--- config.mk ---
export PLATFORM = sky130hd
export DESIGN_NAME = perr_report_primary
export DESIGN_NICKNAME = d
export VERILOG_FILES = /design/src/rtl/perr_pkg.sv /design/src/rtl/perr_rst_sync.sv /design/src/rtl/perr_classify.sv /design/src/rtl/perr_sticky.sv /design/src/rtl/perr_serr_pulse.sv /design/src/rtl/perr_report_primary.sv
export SDC_FILE = /design/constraint.sdc
export NUM_CORES = 1
export LEC_CHECK = 0
export BUFFER_PORTS_ARGS = -buffer_cell sky130_fd_sc_hd__buf_4
export CAP_MARGIN = 20
export CORE_AREA = 2 2 39 41
export CTS_CLUSTER_DIAMETER = 120
export DETAILED_ROUTE_END_ITERATION = 7
export DIE_AREA = 0 0 41 43
export GPL_TIMING_DRIVEN = 0
export SETUP_SLACK_MARGIN = 0.05
export SYNTH_ARGS = -nofsm -noshare
export SYNTH_HDL_FRONTEND = slang
export SYNTH_SLANG_ARGS = --single-unit
--- constraint.sdc ---
create_clock -name clk -period 0.8 [get_ports clk]
set_clock_uncertainty 0.1 [all_clocks]
set_input_delay 0.2 -clock clk [delete_from_list [all_inputs] [get_ports clk]]
set_output_delay 0.2 -clock clk [all_outputs]
set_load 0.02 [all_outputs]
--- src/rtl/perr_pkg.sv ---
package perr_pkg;

  typedef enum logic [1:0] {
    XK_READ    = 2'b00,
    XK_POSTED  = 2'b01,
    XK_DELAYED = 2'b10,
    XK_RSVD    = 2'b11
  } xfer_kind_e;

  localparam int unsigned ST_W    = 3;
  localparam int unsigned ST_DET  = 0;
  localparam int unsigned ST_DPAR = 1;
  localparam int unsigned ST_SIG  = 2;

  localparam int unsigned RST_STAGES = 2;

endpackage

--- src/rtl/perr_rst_sync.sv ---
module perr_rst_sync #(
  parameter int unsigned STAGES = 2
) (
  input  logic clk,
  input  logic rst_n,
  output logic rst_sync_n
);

  logic [STAGES-1:0] chain_q;
  logic [STAGES-1:0] chain_d;

  always_comb begin
    chain_d = {chain_q[STAGES-2:0], 1'b1};
  end

  always_ff @(posedge clk or negedge rst_n) begin
    if (!rst_n) chain_q <= '0;
    else        chain_q <= chain_d;
  end

  assign rst_sync_n = chain_q[STAGES-1];

endmodule

--- src/rtl/perr_classify.sv ---
module perr_classify
  import perr_pkg::*;
(
  input  logic       dp_valid,
  input  xfer_kind_e kind,
  input  logic       dir_up,
  input  logic       err_on_sec,
  input  logic       par_err,
  input  logic       tgt_perr,
  input  logic       fwd_err,
  input  logic       pri_per_en,
  input  logic       sec_per_en,
  input  logic       serr_en,
  output logic       set_det,
  output logic       set_dpar,
  output logic       serr_evt
);

  logic is_write;
  logic det_case;
  logic up_write_tgt;

  always_comb begin
    is_write = (kind == XK_POSTED) || (kind == XK_DELAYED);

    // Primary-bus errors only: upstream reads, downstream writes.
    det_case = !err_on_sec &&
               (((kind == XK_READ) && dir_up) || (is_write && !dir_up));

    up_write_tgt = dp_valid && tgt_perr && is_write && dir_up;

    set_det  = dp_valid && par_err && det_case;
    set_dpar = up_write_tgt && pri_per_en;
    serr_evt = up_write_tgt && pri_per_en && sec_per_en && serr_en && !fwd_err;
  end

endmodule

--- src/rtl/perr_sticky.sv ---
module perr_sticky #(
  parameter int unsigned W = 3
) (
  input  logic         clk,
  input  logic         rst_n,
  input  logic [W-1:0] set,
  input  logic [W-1:0] clr,
  output logic [W-1:0] q
);

  for (genvar i = 0; i < W; i++) begin : g_bit
    logic en;
    logic d;
    logic bit_q;

    always_comb begin
      en = set[i] || clr[i];
      d  = set[i];
    end

    always_ff @(posedge clk or negedge rst_n) begin
      if (!rst_n)  bit_q <= 1'b0;
      else if (en) bit_q <= d;
    end

    assign q[i] = bit_q;


    set_wins_chk: assert property (@(posedge clk) disable iff (!rst_n)
      set[i] |=> bit_q);


    clr_takes_chk: assert property (@(posedge clk) disable iff (!rst_n)
      (clr[i] && !set[i]) |=> !bit_q);


    hold_chk: assert property (@(posedge clk) disable iff (!rst_n)
      (bit_q && !clr[i]) |=> bit_q);
  end

endmodule

--- src/rtl/perr_serr_pulse.sv ---
module perr_serr_pulse (
  input  logic clk,
  input  logic rst_n,
  input  logic evt,
  output logic serr_n
);

  logic pulse_q;
  logic pulse_d;

  always_comb begin
    pulse_d = evt;
  end

  always_ff @(posedge clk or negedge rst_n) begin
    if (!rst_n) pulse_q <= 1'b0;
    else        pulse_q <= pulse_d;
  end

  assign serr_n = !pulse_q;

endmodule

--- src/rtl/perr_report_primary.sv ---
module perr_report_primary
  import perr_pkg::*;
(
  input  logic       clk,
  input  logic       rst_n,
  input  logic       dp_valid,
  input  logic [1:0] xfer_kind,
  input  logic       dir_up,
  input  logic       err_on_sec,
  input  logic       par_err,
  input  logic       tgt_perr,
  input  logic       fwd_err,
  input  logic       pri_per_en,
  input  logic       sec_per_en,
  input  logic       serr_en,
  input  logic       clr_wr,
  input  logic [2:0] clr_data,
  output logic       det_par_err,
  output logic       dpar_det,
  output logic       sig_sys_err,
  output logic       serr_n
);

  logic            rst_sync_n;
  logic            set_det;
  logic            set_dpar;
  logic            serr_evt;
  logic [ST_W-1:0] set_vec;
  logic [ST_W-1:0] clr_vec;
  logic [ST_W-1:0] st_q;

  perr_rst_sync #(.STAGES(RST_STAGES)) i_rst_sync (
    .clk        (clk),
    .rst_n      (rst_n),
    .rst_sync_n (rst_sync_n)
  );

  perr_classify i_classify (
    .dp_valid   (dp_valid),
    .kind       (xfer_kind_e'(xfer_kind)),
    .dir_up     (dir_up),
    .err_on_sec (err_on_sec),
    .par_err    (par_err),
    .tgt_perr   (tgt_perr),
    .fwd_err    (fwd_err),
    .pri_per_en (pri_per_en),
    .sec_per_en (sec_per_en),
    .serr_en    (serr_en),
    .set_det    (set_det),
    .set_dpar   (set_dpar),
    .serr_evt   (serr_evt)
  );

  always_comb begin
    set_vec          = '0;
    set_vec[ST_DET]  = set_det;
    set_vec[ST_DPAR] = set_dpar;
    set_vec[ST_SIG]  = serr_evt;
    clr_vec          = clr_wr ? clr_data[ST_W-1:0] : '0;
  end

  perr_sticky #(.W(ST_W)) i_sticky (
    .clk   (clk),
    .rst_n (rst_sync_n),
    .set   (set_vec),
    .clr   (clr_vec),
    .q     (st_q)
  );

  perr_serr_pulse i_serr (
    .clk    (clk),
    .rst_n  (rst_sync_n),
    .evt    (serr_evt),
    .serr_n (serr_n)
  );

  assign det_par_err = st_q[ST_DET];
  assign dpar_det    = st_q[ST_DPAR];
  assign sig_sys_err = st_q[ST_SIG];


  fwd_no_serr_chk: assert property (@(posedge clk) disable iff (!rst_sync_n)
    (dp_valid && fwd_err) |=> serr_n);


  pulse_flagged_chk: assert property (@(posedge clk) disable iff (!rst_sync_n)
    !serr_n |-> sig_sys_err);


  pulse_after_phase_chk: assert property (@(posedge clk) disable iff (!rst_sync_n)
    !serr_n |-> $past(dp_valid));


  idle_stable_chk: assert property (@(posedge clk) disable iff (!rst_sync_n)
    (!dp_valid && !clr_wr) |=> ($stable(st_q) && serr_n));


  sec_bus_no_det_chk: assert property (@(posedge clk) disable iff (!rst_sync_n)
    (dp_valid && err_on_sec && !clr_wr && !det_par_err) |=> !det_par_err);


  no_enable_no_dpar_chk: assert property (@(posedge clk) disable iff (!rst_sync_n)
    (dp_valid && !pri_per_en && !dpar_det) |=> !dpar_det);

endmodule

==> impl_metrics.py, run 1 <==
metrics = {
    "status": {
        "run_status": "complete, but fails checks",
        "failed_checks": "hold timing, setup timing",
    },
    "routing": {
        "drc": 0,
        "avgRoutedWirePerCell_microns": 9.80,
        "routed_wl_microns": 676,
        "drtPass1Iterations": 2,
        "via_count": 283,
        "drtIter0Drc": 1,
        "vias_per_cell": 4.10,
        "final_antenna_net_count": 0,
    },
    "global_route": {
        "grtUsageMet3_pct": 5.24,
        "antenna_found_initial": 0,
        "grt_use_total_pct": 9.04,
        "grt_max_degree": 5,
        "grt_overflow": 0,
        "grt_pass1_vias": 255,
        "grt_pass1_wl_mm": 1.01,
        "grt_util_met2_pct": 12.2,
        "met1_usage_pct": 11.3,
        "grt.busiest_layer": "met2",
    },
    "placement": {
        "dp_slack_ns": -0.278,
        "gp_congestion": 0.626,
        "port_buffers": 20,
        "postPlaceCellArea_sq_um": 474,
    },
    "timing": {
        "setup_violations": 7,
        "finalHoldViolCount": 4,
        "period_needed_ns": 1.08,
        "worst_slack_ns": -0.277,
        "rsz0062_at_grt": "yes",
        "min_period_over_period_pct": 135,
        "fmax_ghz": 0.928,
        "drv_slew": 0,
        "hold_ws_ns": -0.0417,
    },
    "logic_synthesis": {
        "synth.top_cell.area_share_pct": 56.3,
        "synthArstFlopShare_pct": 100,
        "synth_top_cell_by_area": "dfrtp_1",
        "avgSynthCellArea_sq_um": 11.1,
        "yosysMostFrequentCell": "dfrtp_1",
        "synth_cell_types": 13,
        "synth_nets": 42,
        "synth_area_sq_um": 267,
        "synth-seq-area-share_pct": 56.3,
        "synth_common_cells": "dfrtp_1, nand2_1, inv_1, o2bb2ai_1",
        "syn_inst": 24,
        "synth_edf_count": 0,
        "synth.area.top_cells": "dfrtp_1, o2bb2ai_1, nand2_1",
        "ys_warn_count": 0,
        "ys_ff_latch": 6,
        "synth_ff_type": "dfrtp_1",
    },
    "critical_path": {
        "cp_max_fo": 1,
        "crit_path_cell_trace": "inv_2 -> buf_6",
        "worstSetupStartpointType": "register",
        "crit_type": "reg2out",
        "crit_buf_inv": 2,
        "required_ns": 0.50,
        "cp.arrival_ns": 0.78,
        "end_kind": "output port",
        "cp_slowest_cell": "dfrtp_1",
        "cp_top_family": "flip-flops",
        "critPathMaxStageDelay_ns": 0.37,
    },
    "cells_and_area": {
        "nets": 72,
        "design_area_sq_um": 598,
        "layout-drive-gt1-share_pct": 69.8,
        "insertedDiodeCount": 0,
        "area_growth_pct": 124,
    },
    "clocking": {
        "numCtsBuffers": 3,
        "clkSinkCount": 6,
        "postCtsHoldBufs": 1,
        "htree_num_levels": 1,
        "clkLatencyLatePin_ns": 0.24,
        "clk_pin_slew_ns": 0.05,
        "cts_tree": "done",
        "cts_buffer_depth": 2,
        "root_buffer": "clkbuf_4",
    },
    "power_and_ir_drop": {
        "p_total_w": 0.000850,
        "p_per_area_nw_per_um2": 1420,
        "vdd.ir_drop.worst_mv": 0.774,
        "p_leak_nw": 0.278,
    },
    "run": {
        "drv_cap": 0,
    },
    "die": {
        "core_sq_um": 1380,
        "core.rowCount": 14,
        "dieArea_sq_um": 1760,
        "start_util_pct": 19.3,
        "fp.dieH_microns": 43,
        "io_pins": 21,
        "die_w_microns": 41,
    },
    "hold_path": {
        "hp-class": "reg2async",
    },
}
through the flow:
step                utilization (%)  cells  setup TNS (ns)
floorplan                         -     24          -0.118
global placement               34.3     60           -1.10
detailed placement             34.3     60           -1.09
CTS                            42.5     68           -1.27
global route                   43.2     69           -1.50
finish                         43.2     69           -1.32
worst register-to-register path, delay by kind of cell, from the launching register on:
kind / cells / cell delay [ns]
DFF: 1 / 0.40
buffers and inverters: 2 / 0.25
AOI/OAI and AO/OA: 1 / 0.11
final timing paths:
check	start	endpoint	slack, ns	cells after the start
max in group asynchronous	rst_n	i_rst_sync.chain_q[0]	0.33	2
min in group clk	tgt_perr	i_sticky.g_bit[1].bit_q	0.14	3
setup / recovery	i_serr.pulse_q	serr_n	-0.28	2
hold reg to reg	i_rst_sync.chain_q[1]	i_serr.pulse_q	-0.04	0
hold / removal	i_rst_sync.chain_q[1]	i_serr.pulse_q	-0.04	0
setup reg to reg	i_sticky.g_bit[1].bit_q	i_sticky.g_bit[1].bit_q	-0.17	3
per-layer routing:
metal	up-vias	wire [microns]
met4	0	0
met1	131	283
met2	14	296
met5	-	0
met3	0	96
li1	138	-
flip-flops by register name, indices dropped and copies added, names as in the netlist:
register / cells
i_sticky.g_bit.bit_q: 3
i_serr.pulse_q: 1
i_rst_sync.chain_q: 2
report_power, final:
part / internal [W] / switching, W / total [W]
Sequential: 0.000321 / 0.0000125 / 0.000333
Clock: 0.000189 / 0.000109 / 0.000298
Combinational: 0.000140 / 0.0000787 / 0.000219
cell usage in the layout, fill, tap and decap left out, drive strengths merged, types with 3 or more instances in the layout:
master,count
buf,24
dfrtp,6
nand2,4
clkbuf,4
o2bb2ai,3
inv,3
final cells by class:
cell class	count	area [sq um]
inverters	3	35.0
clock buffers	4	26.3
fillers	135	786
repair buffers	25	229
multi-input cells	15	136
well taps	16	20.0
flip-flops and latches	6	151
cell families after synthesis:
group | after synthesis | synth area share, %
AO/OA/AOI/OAI | 3 | 12.2
other | 1 | 1.41
adder cells (fa/ha/maj) | 1 | 4.69
buffers and inverters | 3 | 4.23
AND/OR/NAND/NOR | 9 | 17.4
flip-flops | 6 | 56.3
multiplexers | 1 | 3.76
timing repair:
| item | 4_1_cts | 5_1_grt |
|---|---|---|
| hold endpoints to repair | 6 | 4 |
| setup buffers | 3 | 1 |
| pin swaps | 1 | 1 |
| endpoints found under the setup margin | 8 | 8 |
| resized for setup | 13 | 1 |
Note: power is estimated with default switching activity, not from simulation.
==> run 2: changes to the inputs <==
- BUFFER_PORTS_ARGS: -buffer_cell sky130_fd_sc_hd__buf_4 -> -buffer_cell sky130_fd_sc_hd__buf_2
- MAX_ROUTING_LAYER: not set -> met4
==> run 2 against run 1 <==
  * The run still ends with hold timing, setup timing left
  * Sequential cell count did not move
  * Worst setup slack got worse by 0.023 ns
  * First-iteration DRC count did not move
  * Fmax fell by 2.1%
  * Non-clock buffer count fell by 3
  * Utilization fell by 4.3 points
  * Combinational power fell by 18%
  * Via count fell by 6.4%
  * Die area did not move
  * Highest routed layer unchanged
==> impl_metrics.py, run 2 (synthesis gave the netlist of run 1 again) <==
metrics = {
    "die": {
        "start_util_pct": 19.3,
        "fp.dieH_microns": 43,
        "core.rowCount": 14,
        "dieArea_sq_um": 1760,
        "die_w_microns": 41,
        "io_pins": 21,
        "core_sq_um": 1380,
    },
    "power_and_ir_drop": {
        "p_clk_share_pct": 37.3,
        "p_leak_nw": 0.251,
        "p_comb_share_pct": 21.8,
        "switchingPower_w": 0.000207,
        "vdd.ir_drop.worst_mv": 0.940,
        "p_per_area_nw_per_um2": 1520,
        "p_sw_share_pct": 25.2,
        "pwr-share-seq_pct": 40.9,
        "p_int_w": 0.000613,
    },
    "timing": {
        "drv_slew": 0,
        "setup_violations": 5,
        "hold_ws_ns": -0.0601,
        "fmax_ghz": 0.909,
        "min_period_over_period_pct": 138,
        "rsz0062_at_grt": "yes",
        "fin_tns_setup_ns": -1.22,
        "worst_slack_ns": -0.301,
        "period_needed_ns": 1.10,
        "finalHoldViolCount": 4,
    },
    "clocking": {
        "cts_tree": "done",
        "postCtsHoldBufs": 1,
        "cts_buffer_depth": 2,
        "clkSinkCount": 6,
        "numCtsBuffers": 3,
        "clk_pin_slew_ns": 0.05,
        "htree_num_levels": 1,
        "clkLatencyLatePin_ns": 0.24,
        "root_buffer": "clkbuf_4",
    },
    "placement": {
        "port_buffers": 20,
        "postPlaceCellArea_sq_um": 424,
        "dpl.hpwl_microns": 497,
        "gp_congestion": 0.640,
    },
    "global_route": {
        "grt_overflow": 0,
        "grt_pass1_vias": 281,
        "antenna_found_initial": 0,
        "grt_pass1_wl_mm": 1.12,
        "grt_use_total_pct": 10.7,
        "grt_max_degree": 5,
    },
    "critical_path": {
        "cp.arrival_ns": 0.80,
        "worstSetupStartpointType": "register",
        "end_kind": "output port",
        "critPathMaxStageDelay_ns": 0.41,
        "crit_type": "reg2out",
        "cp_max_fo": 2,
        "cp_slowest_cell": "dfrtp_1",
        "required_ns": 0.50,
        "cp_top_family": "flip-flops",
        "crit_path_cell_trace": "buf_6",
        "crit_buf_inv": 1,
    },
    "run": {
        "drv_cap": 0,
    },
    "cells_and_area": {
        "design_area_sq_um": 538,
        "largest_registers": "i_sticky.g_bit.bit_q (3), i_rst_sync.chain_q (2), i_serr.pulse_q (1)",
        "area_growth_pct": 102,
        "layout-drive-gt1-share_pct": 66.0,
        "final_cell_mix": "buf_2, dfrtp_1, buf_6",
        "nets": 69,
        "layout_commonest_cell": "buf_2",
        "insertedDiodeCount": 0,
        "regMostFlops": "i_sticky.g_bit.bit_q",
        "post-route-util_pct": 38.9,
        "largest_register_ff_count": 3,
    },
    "routing": {
        "final_antenna_net_count": 0,
        "routed_wl_microns": 777,
        "vias_per_cell": 4.02,
        "via_count": 265,
        "drtPass1Iterations": 2,
        "avgRoutedWirePerCell_microns": 11.8,
        "drtIter0Drc": 1,
        "drc": 0,
    },
    "status": {
        "failed_checks": "hold timing, setup timing",
        "run_status": "complete, but fails checks",
    },
    "hold_path": {
        "hp-class": "reg2async",
    },
}
## run 2: changes by cell type in the layout (fill, tap and decap cells not counted)
cell | previous run | this run
buf_4 | 16 | 0
nor2_1 | 0 | 1
buf_8 | 0 | 1
buf_2 | 0 | 14
buf_6 | 7 | 5
nor2_2 | 1 | 0
## run 2: worst paths after layout
path,startpoint,endpoint,slack (ns),cells past startpoint
min,i_rst_sync.chain_q[1],i_serr.pulse_q,-0.06,0
max,i_sticky.g_bit[2].bit_q,sig_sys_err,-0.30,1
max in group asynchronous,rst_n,i_rst_sync.chain_q[0],0.33,2
max reg2reg,i_sticky.g_bit[2].bit_q,i_sticky.g_bit[2].bit_q,-0.05,2
min in group clk,tgt_perr,i_sticky.g_bit[1].bit_q,0.12,3
min reg2reg,i_rst_sync.chain_q[1],i_serr.pulse_q,-0.06,0
## run 2: layout make-up
type                            count  area [sq um]
Timing Repair Buffer               22           171
Inverter                            3          35.0
Multi-Input combinational cell     15           134
Tap cell                           16          20.0
Sequential cell                     6           151
Clock buffer                        4          26.3
Fill cell                         143           846
## run 2: repair_timing
item                                    CTS  global route
gates resized for setup                  15             4
cloned                                    0             0
buffers inserted                          0             1
pin swaps                                 2             1
endpoints found under the setup margin    8             8
endpoints found under the hold margin     6             4
## run 2: power groups by stage
stage	combinational [W]	sequential [W]	clock, W
floorplan	0.0000452	0.000348	0
global placement	0.000128	0.000335	0
detailed placement	0.000131	0.000335	0
CTS	0.000161	0.000333	0.000322
global route	0.000192	0.000338	0.000341
finish	0.000179	0.000336	0.000306
## run 2: metrics by stage
step / instances / setup slack, ns / power [W] / hold WS [ns]
3_5_place_dp: 60 / -0.335 / 0.000465 / -0.111
6_report: 66 / -0.301 / 0.000820 / -0.0601
4_1_cts: 65 / -0.313 / 0.000816 / -0.0508
3_3_place_gp: 60 / -0.327 / 0.000463 / -0.113
5_1_grt: 66 / -0.332 / 0.000871 / -0.0417
2_1_floorplan: 24 / -0.0504 / 0.000393 / -0.196
## run 2: routing by layer
metal  GRT usage (%)  up-vias  share of wire, %
li1                -      133                 -
met1            10.6      118                40
met2            14.7       14                51
met3            7.85        0               9.8
met4            6.00        0                 0
met5               -        -                 0
==> run 3: changes to the inputs <==
- clock period: 0.8 -> 1.15 ns (I/O delays scaled with it)
==> run 3 against run 2 <==
  * The run now ends clean
  * Register-to-register slack better by 0.23 ns
  * Count of clock-buffer cells in the layout fell by 1
  * Worst setup slack improved by 0.30 ns
  * First-iteration DRC count did not move
  * Critical path type unchanged
  * Power fell by 37%
  * Sequential power down 32%
  * Largest cell class unchanged
==> impl_metrics.py, run 3 (synthesis gave the netlist of run 1 again) <==
metrics = {
    "cells_and_area": {
        "regMostFlops": "i_sticky.g_bit.bit_q",
        "final_cell_mix": "buf_2, dfrtp_1, nand2_1, buf_6",
        "design_area_sq_um": 477,
        "nets": 72,
        "insertedDiodeCount": 0,
        "fill_cells": 148,
        "layout_commonest_cell": "buf_2",
        "largest_registers": "i_sticky.g_bit.bit_q (3), i_rst_sync.chain_q (2), i_serr.pulse_q (1)",
        "area_growth_pct": 78.9,
        "layout-drive-gt1-share_pct": 51.9,
        "largest_register_ff_count": 3,
    },
    "power_and_ir_drop": {
        "p_int_w": 0.000401,
        "p_total_w": 0.000515,
        "vdd.ir_drop.worst_mv": 0.400,
        "pwr-share-seq_pct": 44.5,
        "p_sw_share_pct": 22.2,
        "p_per_area_nw_per_um2": 1080,
        "switchingPower_w": 0.000114,
        "p_comb_share_pct": 20.0,
        "p_clk_share_pct": 35.6,
        "p_leak_nw": 0.250,
    },
    "clocking": {
        "clk_pin_slew_ns": 0.04,
        "root_buffer": "clkbuf_4",
        "clkSinkCount": 6,
        "clkLatencyLatePin_ns": 0.23,
        "cts_tree": "done",
        "cts_buffer_depth": 2,
        "htree_num_levels": 1,
        "numCtsBuffers": 3,
    },
    "routing": {
        "final_antenna_net_count": 0,
        "drtIter0Drc": 1,
        "avgRoutedWirePerCell_microns": 9.21,
        "drtPass1Iterations": 2,
        "drc": 0,
        "vias_per_cell": 3.88,
        "routed_wl_microns": 626,
        "via_count": 264,
    },
    "hold_path": {
        "hp-class": "in2reg",
        "hold_start": "pri_per_en",
    },
    "timing": {
        "period_needed_ns": 1.15,
        "fmax_ghz": 0.872,
        "drv_slew": 0,
        "finalHoldViolCount": 0,
        "min_period_over_period_pct": 99.8,
        "hold_ws_ns": 0.211,
        "rsz0062_at_grt": "yes",
        "setup_violations": 0,
    },
    "critical_path": {
        "cp.arrival_ns": 0.76,
        "cp_max_fo": 2,
        "cp_slowest_cell": "dfrtp_1",
        "end_kind": "output port",
        "required_ns": 0.76,
        "crit_buf_inv": 1,
        "worstSetupStartpointType": "register",
        "timing.rr.start": "i_sticky.g_bit[0].bit_q",
        "crit_type": "reg2out",
        "cp-startpoint": "i_sticky.g_bit[2].bit_q",
        "cp_top_family": "flip-flops",
        "critPathMaxStageDelay_ns": 0.39,
        "crit_path_cell_trace": "buf_6",
    },
    "run": {
        "drv_cap": 0,
    },
    "die": {
        "core_sq_um": 1380,
        "start_util_pct": 19.3,
        "die_w_microns": 41,
        "core.rowCount": 14,
        "fp.dieH_microns": 43,
        "dieArea_sq_um": 1760,
        "io_pins": 21,
    },
    "global_route": {
        "grt_use_total_pct": 8.51,
        "grt_pass1_wl_microns": 931,
        "grt_max_degree": 5,
        "grt_pass1_vias": 260,
        "grt_overflow": 0,
        "antenna_found_initial": 0,
    },
    "placement": {
        "postPlaceCellArea_sq_um": 387,
        "gp_congestion": 0.664,
        "port_buffers": 20,
        "dpl.hpwl_microns": 527,
    },
    "status": {
        "run_status": "complete, no violations",
    },
}
run 3: cell types whose count changed in the layout (fill, tap and decap cells not counted), sizes merged:
cell	before	now
buf	21	23
clkbuf	4	3
dlygate4sd3	1	2
run 3: power groups by stage:
stage          logic (W)  clock network [W]  registers, W
2_1_floorplan  0.0000231                  0      0.000241
3_3_place_gp   0.0000751                  0      0.000232
3_5_place_dp   0.0000761                  0      0.000233
4_1_cts        0.0000991           0.000198      0.000229
5_1_grt         0.000114           0.000210      0.000229
6_report        0.000103           0.000183      0.000229
run 3: path summary, 6_finish.rpt:
check / endpoint / slack (ns) / cells after the start
min in group asynchronous: i_rst_sync.chain_q[0] / 0.26 / 2
max in group asynchronous: i_serr.pulse_q / 0.30 / 1
worst max-delay path: sig_sys_err / 0.003 / 1
worst min-delay path: i_sticky.g_bit[1].bit_q / 0.21 / 3
worst max register to register: i_sticky.g_bit[0].bit_q / 0.18 / 3
worst min register to register: i_rst_sync.chain_q[1] / 0.25 / 0
run 3: metrics by stage:
step | util, % | instances | setup slack, ns | setup TNS, ns
floorplan | - | 24 | 0.109 | 0
global placement | 27.9 | 60 | -0.0347 | -0.0370
detailed placement | 27.9 | 60 | -0.0394 | -0.0467
CTS | 33.9 | 67 | -0.0149 | -0.0387
global route | 34.4 | 68 | -0.0385 | -0.122
finish | 34.4 | 68 | 0.00277 | 0
run 3: final cells by class:
class / instances / area (sq um) / share of cell area (%)
Clock buffer: 3 / 22.5 / 4.72
Tap cell: 16 / 20.0 / 4.20
Sequential cell: 6 / 150 / 31.5
Timing Repair Buffer: 25 / 168 / 35.2
Inverter: 3 / 11.3 / 2.36
Multi-Input combinational cell: 15 / 105 / 22.0
run 3: per-layer routing:
layer,GRT usage [%],up-vias,part of all wire [%]
li1,-,137,-
met1,8.25,114,40
met2,13.1,13,50
met3,3.14,0,9.7
met4,6.00,0,0
met5,-,-,0
run 3: what timing repair did:
item,CTS,global route
endpoints found under the setup margin,4,4
endpoints found under the hold margin,6,0
setup buffers,2,1
hold buffers,2,0
resized for setup,8,0
